### src/rtl/cfg_rx_pkg.sv
`timescale 1ns/1ps
package cfg_rx_pkg;
    localparam int EXP_W   = 4;
    localparam int VST_W   = 11;
    localparam int DLY_W   = 7;
    localparam int HST_W   = 9;
    localparam int LEN_W   = 11;
    localparam int RNG_W   = 2;
    localparam int RATIO_W = 7;
    localparam int FRAME_W = EXP_W + VST_W + DLY_W + 1 + HST_W + LEN_W + RNG_W;

    // Field order equals transmission order; first-sent bit lands at the MSB.
    typedef struct packed {
        logic [EXP_W-1:0] exp_code;
        logic [VST_W-1:0] vst;
        logic [DLY_W-1:0] dly;
        logic             edge_sel;
        logic [HST_W-1:0] hst;
        logic [LEN_W-1:0] len;
        logic [RNG_W-1:0] rng;
    } cfg_t;

    localparam logic [VST_W-1:0] VST_MIN = VST_W'(4);
    localparam logic [HST_W-1:0] HST_MIN = HST_W'(64);

    localparam cfg_t CFG_DEFAULT = '{
        exp_code: '0,
        vst:      VST_W'(35),
        dly:      '0,
        edge_sel: 1'b0,
        hst:      HST_W'(296),
        len:      LEN_W'(1344),
        rng:      RNG_W'(1)
    };

    function automatic logic exp_legal(input logic [EXP_W-1:0] c);
        case (c)
            4'b0000, 4'b0001, 4'b0010, 4'b0101, 4'b0110: return 1'b1;
            default:                                     return 1'b0;
        endcase
    endfunction

    function automatic logic [DLY_W-1:0] dly_cap(input logic [RNG_W-1:0] r);
        case (r)
            2'b10:   return DLY_W'(8'h6B);
            2'b11:   return DLY_W'(8'h7F);
            default: return DLY_W'(8'h59);
        endcase
    endfunction

    function automatic logic [RATIO_W-1:0] exp_ratio(input logic [EXP_W-1:0] c);
        case (c)
            4'b0001: return RATIO_W'(25);
            4'b0010: return RATIO_W'(32);
            4'b0101: return RATIO_W'(50);
            4'b0110: return RATIO_W'(64);
            default: return RATIO_W'(20);
        endcase
    endfunction
endpackage

### src/rtl/cfg_rx_sync.sv
`timescale 1ns/1ps
module cfg_rx_sync #(
    parameter int N      = 3,
    parameter int STAGES = 2
) (
    input  logic         clk,
    input  logic         rst_n,
    input  logic [N-1:0] async_i,
    output logic [N-1:0] lvl_o,
    output logic [N-1:0] rise_o
);
    for (genvar b = 0; b < N; b++) begin : g_bit
        logic [STAGES:0] pipe_q;
        always_ff @(posedge clk) begin
            if (!rst_n) pipe_q <= '0;
            else        pipe_q <= {pipe_q[STAGES-1:0], async_i[b]};
        end
        assign lvl_o[b]  = pipe_q[STAGES-1];
        assign rise_o[b] = pipe_q[STAGES-1] & ~pipe_q[STAGES];
    end
endmodule

### src/rtl/cfg_rx_fsm.sv
`timescale 1ns/1ps
module cfg_rx_fsm #(
    parameter int FRAME_W = 45
) (
    input  logic               clk,
    input  logic               rst_n,
    input  logic               clr_i,
    input  logic               sclk_rise_i,
    input  logic               sdat_i,
    input  logic               stb_rise_i,
    output logic [FRAME_W-1:0] frame_o,
    output logic               commit_o
);
    typedef enum logic [1:0] {ST_IDLE, ST_SHIFT, ST_COMMIT} st_e;

    st_e state_q, state_d;
    logic [FRAME_W-1:0] frame_q;

    always_ff @(posedge clk) begin
        if (!rst_n) state_q <= ST_IDLE;
        else        state_q <= state_d;
    end

    always_comb begin
        state_d = state_q;
        if (clr_i) begin
            state_d = ST_IDLE;
        end else begin
            unique case (state_q)
                ST_IDLE:   if (stb_rise_i) state_d = ST_COMMIT;
                           else if (sclk_rise_i) state_d = ST_SHIFT;
                ST_SHIFT:  if (stb_rise_i) state_d = ST_COMMIT;
                ST_COMMIT: state_d = sclk_rise_i ? ST_SHIFT : ST_IDLE;
                default:   state_d = ST_IDLE;
            endcase
        end
    end

    always_comb begin
        commit_o = (state_q == ST_COMMIT);
        frame_o  = frame_q;
    end

    always_ff @(posedge clk) begin
        if (!rst_n || clr_i)  frame_q <= '0;
        else if (sclk_rise_i) frame_q <= {frame_q[FRAME_W-2:0], sdat_i};
    end
endmodule

### src/rtl/cfg_rx_check.sv
`timescale 1ns/1ps
module cfg_rx_check
    import cfg_rx_pkg::*;
(
    input  cfg_t raw_i,
    input  cfg_t cur_i,
    output cfg_t nxt_o,
    output logic bad_o
);
    logic exp_ok, vst_ok, hst_ok, rng_ok;
    logic [DLY_W-1:0] cap;

    always_comb begin
        exp_ok = exp_legal(raw_i.exp_code);
        vst_ok = raw_i.vst >= VST_MIN;
        hst_ok = raw_i.hst >= HST_MIN;
        rng_ok = raw_i.rng != '0;

        nxt_o.exp_code = exp_ok ? raw_i.exp_code : cur_i.exp_code;
        nxt_o.vst      = vst_ok ? raw_i.vst      : cur_i.vst;
        nxt_o.hst      = hst_ok ? raw_i.hst      : cur_i.hst;
        nxt_o.rng      = rng_ok ? raw_i.rng      : cur_i.rng;
        nxt_o.edge_sel = raw_i.edge_sel;
        nxt_o.len      = raw_i.len;

        cap       = dly_cap(nxt_o.rng);
        nxt_o.dly = (raw_i.dly > cap) ? cap : raw_i.dly;

        bad_o = !(exp_ok && vst_ok && hst_ok && rng_ok);
    end
endmodule

### src/rtl/cfg_serial_rx.sv
`timescale 1ns/1ps
module cfg_serial_rx
    import cfg_rx_pkg::*;
(
    input  logic               clk,
    input  logic               rst_n,
    input  logic               sclk_i,
    input  logic               sdat_i,
    input  logic               sstb_i,
    input  logic               use_default_i,
    input  logic               clr_i,
    output logic [EXP_W-1:0]   exp_code_o,
    output logic [RATIO_W-1:0] exp_ratio_o,
    output logic [VST_W-1:0]   vstart_o,
    output logic [DLY_W-1:0]   dly_o,
    output logic               edge_o,
    output logic [HST_W-1:0]   hstart_o,
    output logic [LEN_W-1:0]   linelen_o,
    output logic [RNG_W-1:0]   range_o,
    output logic               err_o
);
    localparam int LINES = 3;

    logic [LINES-1:0] lvl, rise;
    logic [FRAME_W-1:0] frame;
    logic commit;
    cfg_t raw, act_q, act_d, sel;
    logic err_q, bad;

    cfg_rx_sync #(.N(LINES), .STAGES(2)) i_sync (
        .clk    (clk),
        .rst_n  (rst_n),
        .async_i({sstb_i, sdat_i, sclk_i}),
        .lvl_o  (lvl),
        .rise_o (rise)
    );

    cfg_rx_fsm #(.FRAME_W(FRAME_W)) i_fsm (
        .clk        (clk),
        .rst_n      (rst_n),
        .clr_i      (clr_i),
        .sclk_rise_i(rise[0]),
        .sdat_i     (lvl[1]),
        .stb_rise_i (rise[2]),
        .frame_o    (frame),
        .commit_o   (commit)
    );

    assign raw = cfg_t'(frame);

    cfg_rx_check i_check (
        .raw_i(raw),
        .cur_i(act_q),
        .nxt_o(act_d),
        .bad_o(bad)
    );

    always_ff @(posedge clk) begin
        if (!rst_n || clr_i) begin
            act_q <= CFG_DEFAULT;
            err_q <= 1'b0;
        end else if (commit) begin
            act_q <= act_d;
            err_q <= bad;
        end
    end

    always_comb begin
        sel         = use_default_i ? CFG_DEFAULT : act_q;
        exp_code_o  = sel.exp_code;
        exp_ratio_o = exp_ratio(sel.exp_code);
        vstart_o    = sel.vst;
        dly_o       = sel.dly;
        edge_o      = sel.edge_sel;
        hstart_o    = sel.hst;
        linelen_o   = sel.len;
        range_o     = sel.rng;
        err_o       = err_q & ~use_default_i;
    end
endmodule

### config.mk
export PLATFORM = sky130hd
export DESIGN_NAME = cfg_serial_rx
export DESIGN_NICKNAME = d
export VERILOG_FILES = /design/src/rtl/cfg_rx_pkg.sv /design/src/rtl/cfg_rx_sync.sv /design/src/rtl/cfg_rx_fsm.sv /design/src/rtl/cfg_rx_check.sv /design/src/rtl/cfg_serial_rx.sv
export SDC_FILE = /design/constraint.sdc
export NUM_CORES = 1
export LEC_CHECK = 0
export BUFFER_PORTS_ARGS = -buffer_cell sky130_fd_sc_hd__buf_2
export CAP_MARGIN = 25
export CORE_MARGIN = 5
export CORE_UTILIZATION = 55
export DETAILED_ROUTE_END_ITERATION = 10
export PLACE_DENSITY_LB_ADDON = 0.15
export SKIP_CTS_REPAIR_TIMING = 1
export SKIP_LAST_GASP = 1
export SYNTH_ARGS = -nofsm -noshare
export SYNTH_HDL_FRONTEND = slang
export SYNTH_HIERARCHICAL = 1
export SYNTH_SLANG_ARGS = --single-unit
### constraint.sdc
create_clock -name clk -period 3.2 [get_ports clk]
set_input_delay 0.64 -clock clk [delete_from_list [all_inputs] [get_ports clk]]
set_output_delay 0.64 -clock clk [all_outputs]
set_load 0.05 [all_outputs]
==> qor.yml <==
outcome: "complete, no violations"
grt_pass1_wl_mm: 14.4
ff_latch_area_um2: 2020
floorplan.initialDensity_pct: 56.6
post-place-ws_ns: 0.722
cts_root_buffer: "clkbuf_8"
totalWireLength_mm: 8.51
max_cap_violations: 0
place_area_um2: 4790
setup_viol: 0
peakVddDrop_uv: 231
num_io_pins: 60
n_antenna_cell: 0
dieArea_um2: 10400
grt_pass1_vias: 3185
drc: 0
gp_congestion: 0.871
holdWs_ns: 0.437
crit_path_start_kind: "primary input"
cts_sinks: 101
io_buffers: 59
netlist_instances: 469
multi_input_comb_area_um2: 2270
cp_slowest_cell: "buf_2"
criticalPathCategory: "in -> out"
num_rows: 33
nets: 512
layout_common_cells: "dfxtp_1, mux2i_1, nor2_1, buf_2, nor2b_1"
dieHeight_um: 102
drive_gt1_share_pct: 20.1
vias: 3188
die_w_um: 102
fin_ws_ns: 0.733
num-fill-cells: 764
crit_buf_inv: 3
areaGrowthSynthToFinish_pct: 6.85
finClkSkew_ns: 0.00676
tightest_slew_ns: 0.839
hold_viol: 0
hp-class: "reg -> reg"
yosys_warnings: 6
globalRouteOverflowTotal: 0
fmax_ghz: 0.405
fin_area_um2: 4990
antenna_found_initial: 0
power.leakage_nw: 1.94
final_max_slew_viol_count: 0
syn_nets: 478
syn_area_um2: 4670
cpMostUsedCell: "buf_2"
power_density_nw_per_um2: 428
arrival_ns: 1.83
slowest_delay_ns: 0.46
period_minus_slack_ns: 2.47
cts_made_buffers: 9
avgSynthCellArea_um2: 9.97
cp.required_ns: 2.56
wire_per_inst_um: 13.9
h-tree-depth: 3
rsz0062_at_grt: "false"
grt_start_max_net_pins: 48
clk_latency_ns: 0.35
hpwl_mm: 5.83
cts_tree: "yes"
setup_tns_ns: 0
drtIter0Drc: 142
coreArea_um2: 8260
crit_family: "buffers and inverters"
clk_path_buf_depth: 2
fin_crit_sh_pct: 77.1
drt-vias-per-instance: 5.20
grtUsageTotal_pct: 17.0
dr.pass1.iters: 4
ant_nets: 0
total_power_w: 0.00214
final_common_cell: "dfxtp_1"
slew_headroom_pct: 44.0
endpoint_kind: "output port"
crit_chain: "buf_2, buf_4, or2_1, buf_2"
path_clk_slew_ns: 0.09
crit_fanout: 31
[registers in the layout (all words and copies together) (netlist names)]
signal               cells
act_q                   45
i_fsm/state_q            2
err_q                    1
i_sync/g_bit.pipe_q      8
i_fsm/frame_o           45
[area by class of cell]
cell class              count  share of cell area, %
repair buffers             64                   6.91
multi-input cells         320                   45.4
flip-flops and latches    101                   40.5
inverters                   7                  0.526
well taps                 105                   2.63
clock buffers              11                   2.83
clock inverters             5                   1.20
[per-stage QoR]
| stage | utilization, % | instances |
|---|---|---|
| after global placement | 58.0 | 597 |
| after global routing | 60.5 | 613 |
| final | 60.5 | 613 |
| after CTS | 60.5 | 613 |
| after floorplan | - | 469 |
| after detailed placement | 58.0 | 597 |
[worst paths after layout]
| path | startpoint | endpoint | slack [ns] | cells after the start |
|---|---|---|---|---|
| max | use_default_i | range_o[0] | 0.73 | 4 |
| min | i_sync/g_bit[0].pipe_q[0]$_SDFF_PN0_ | i_sync/g_bit[0].pipe_q[1]$_SDFF_PN0_ | 0.44 | 1 |
| max reg2reg | i_fsm/frame_o[0]$_SDFFE_PP0P_ | act_q[24]$_SDFFE_PP0P_ | 0.77 | 10 |
| min reg2reg | i_sync/g_bit[0].pipe_q[0]$_SDFF_PN0_ | i_sync/g_bit[0].pipe_q[1]$_SDFF_PN0_ | 0.44 | 1 |
[where the power goes]
group          total (W)  switching (W)  internal, W
logic          0.0000753      0.0000506    0.0000247
registers        0.00126     0.00000218      0.00126
clock network   0.000801       0.000416     0.000385
total            0.00214       0.000469      0.00167
[layer usage]
metal  track usage (%)  up-vias  share of wire [%]
li1                  -     1624                  -
met1              21.9     1490                 49
met2              28.5       68                 46
met3              3.69        6                4.6
met4              5.25        0               0.75
met5                 0        -                  0
[worst reg2reg max path: cells and delay by family, from the launching register on]
kind | cells | cell delay (ns)
buffers and inverters | 1 | 0.08
multiplexers | 1 | 0.15
AND/OR/NAND/NOR | 3 | 0.29
adder cells (fa/ha/maj) | 1 | 0.32
AO/OA/AOI/OAI | 4 | 0.98
flip-flops | 1 | 0.46
Power figures use the tool's default switching activity.
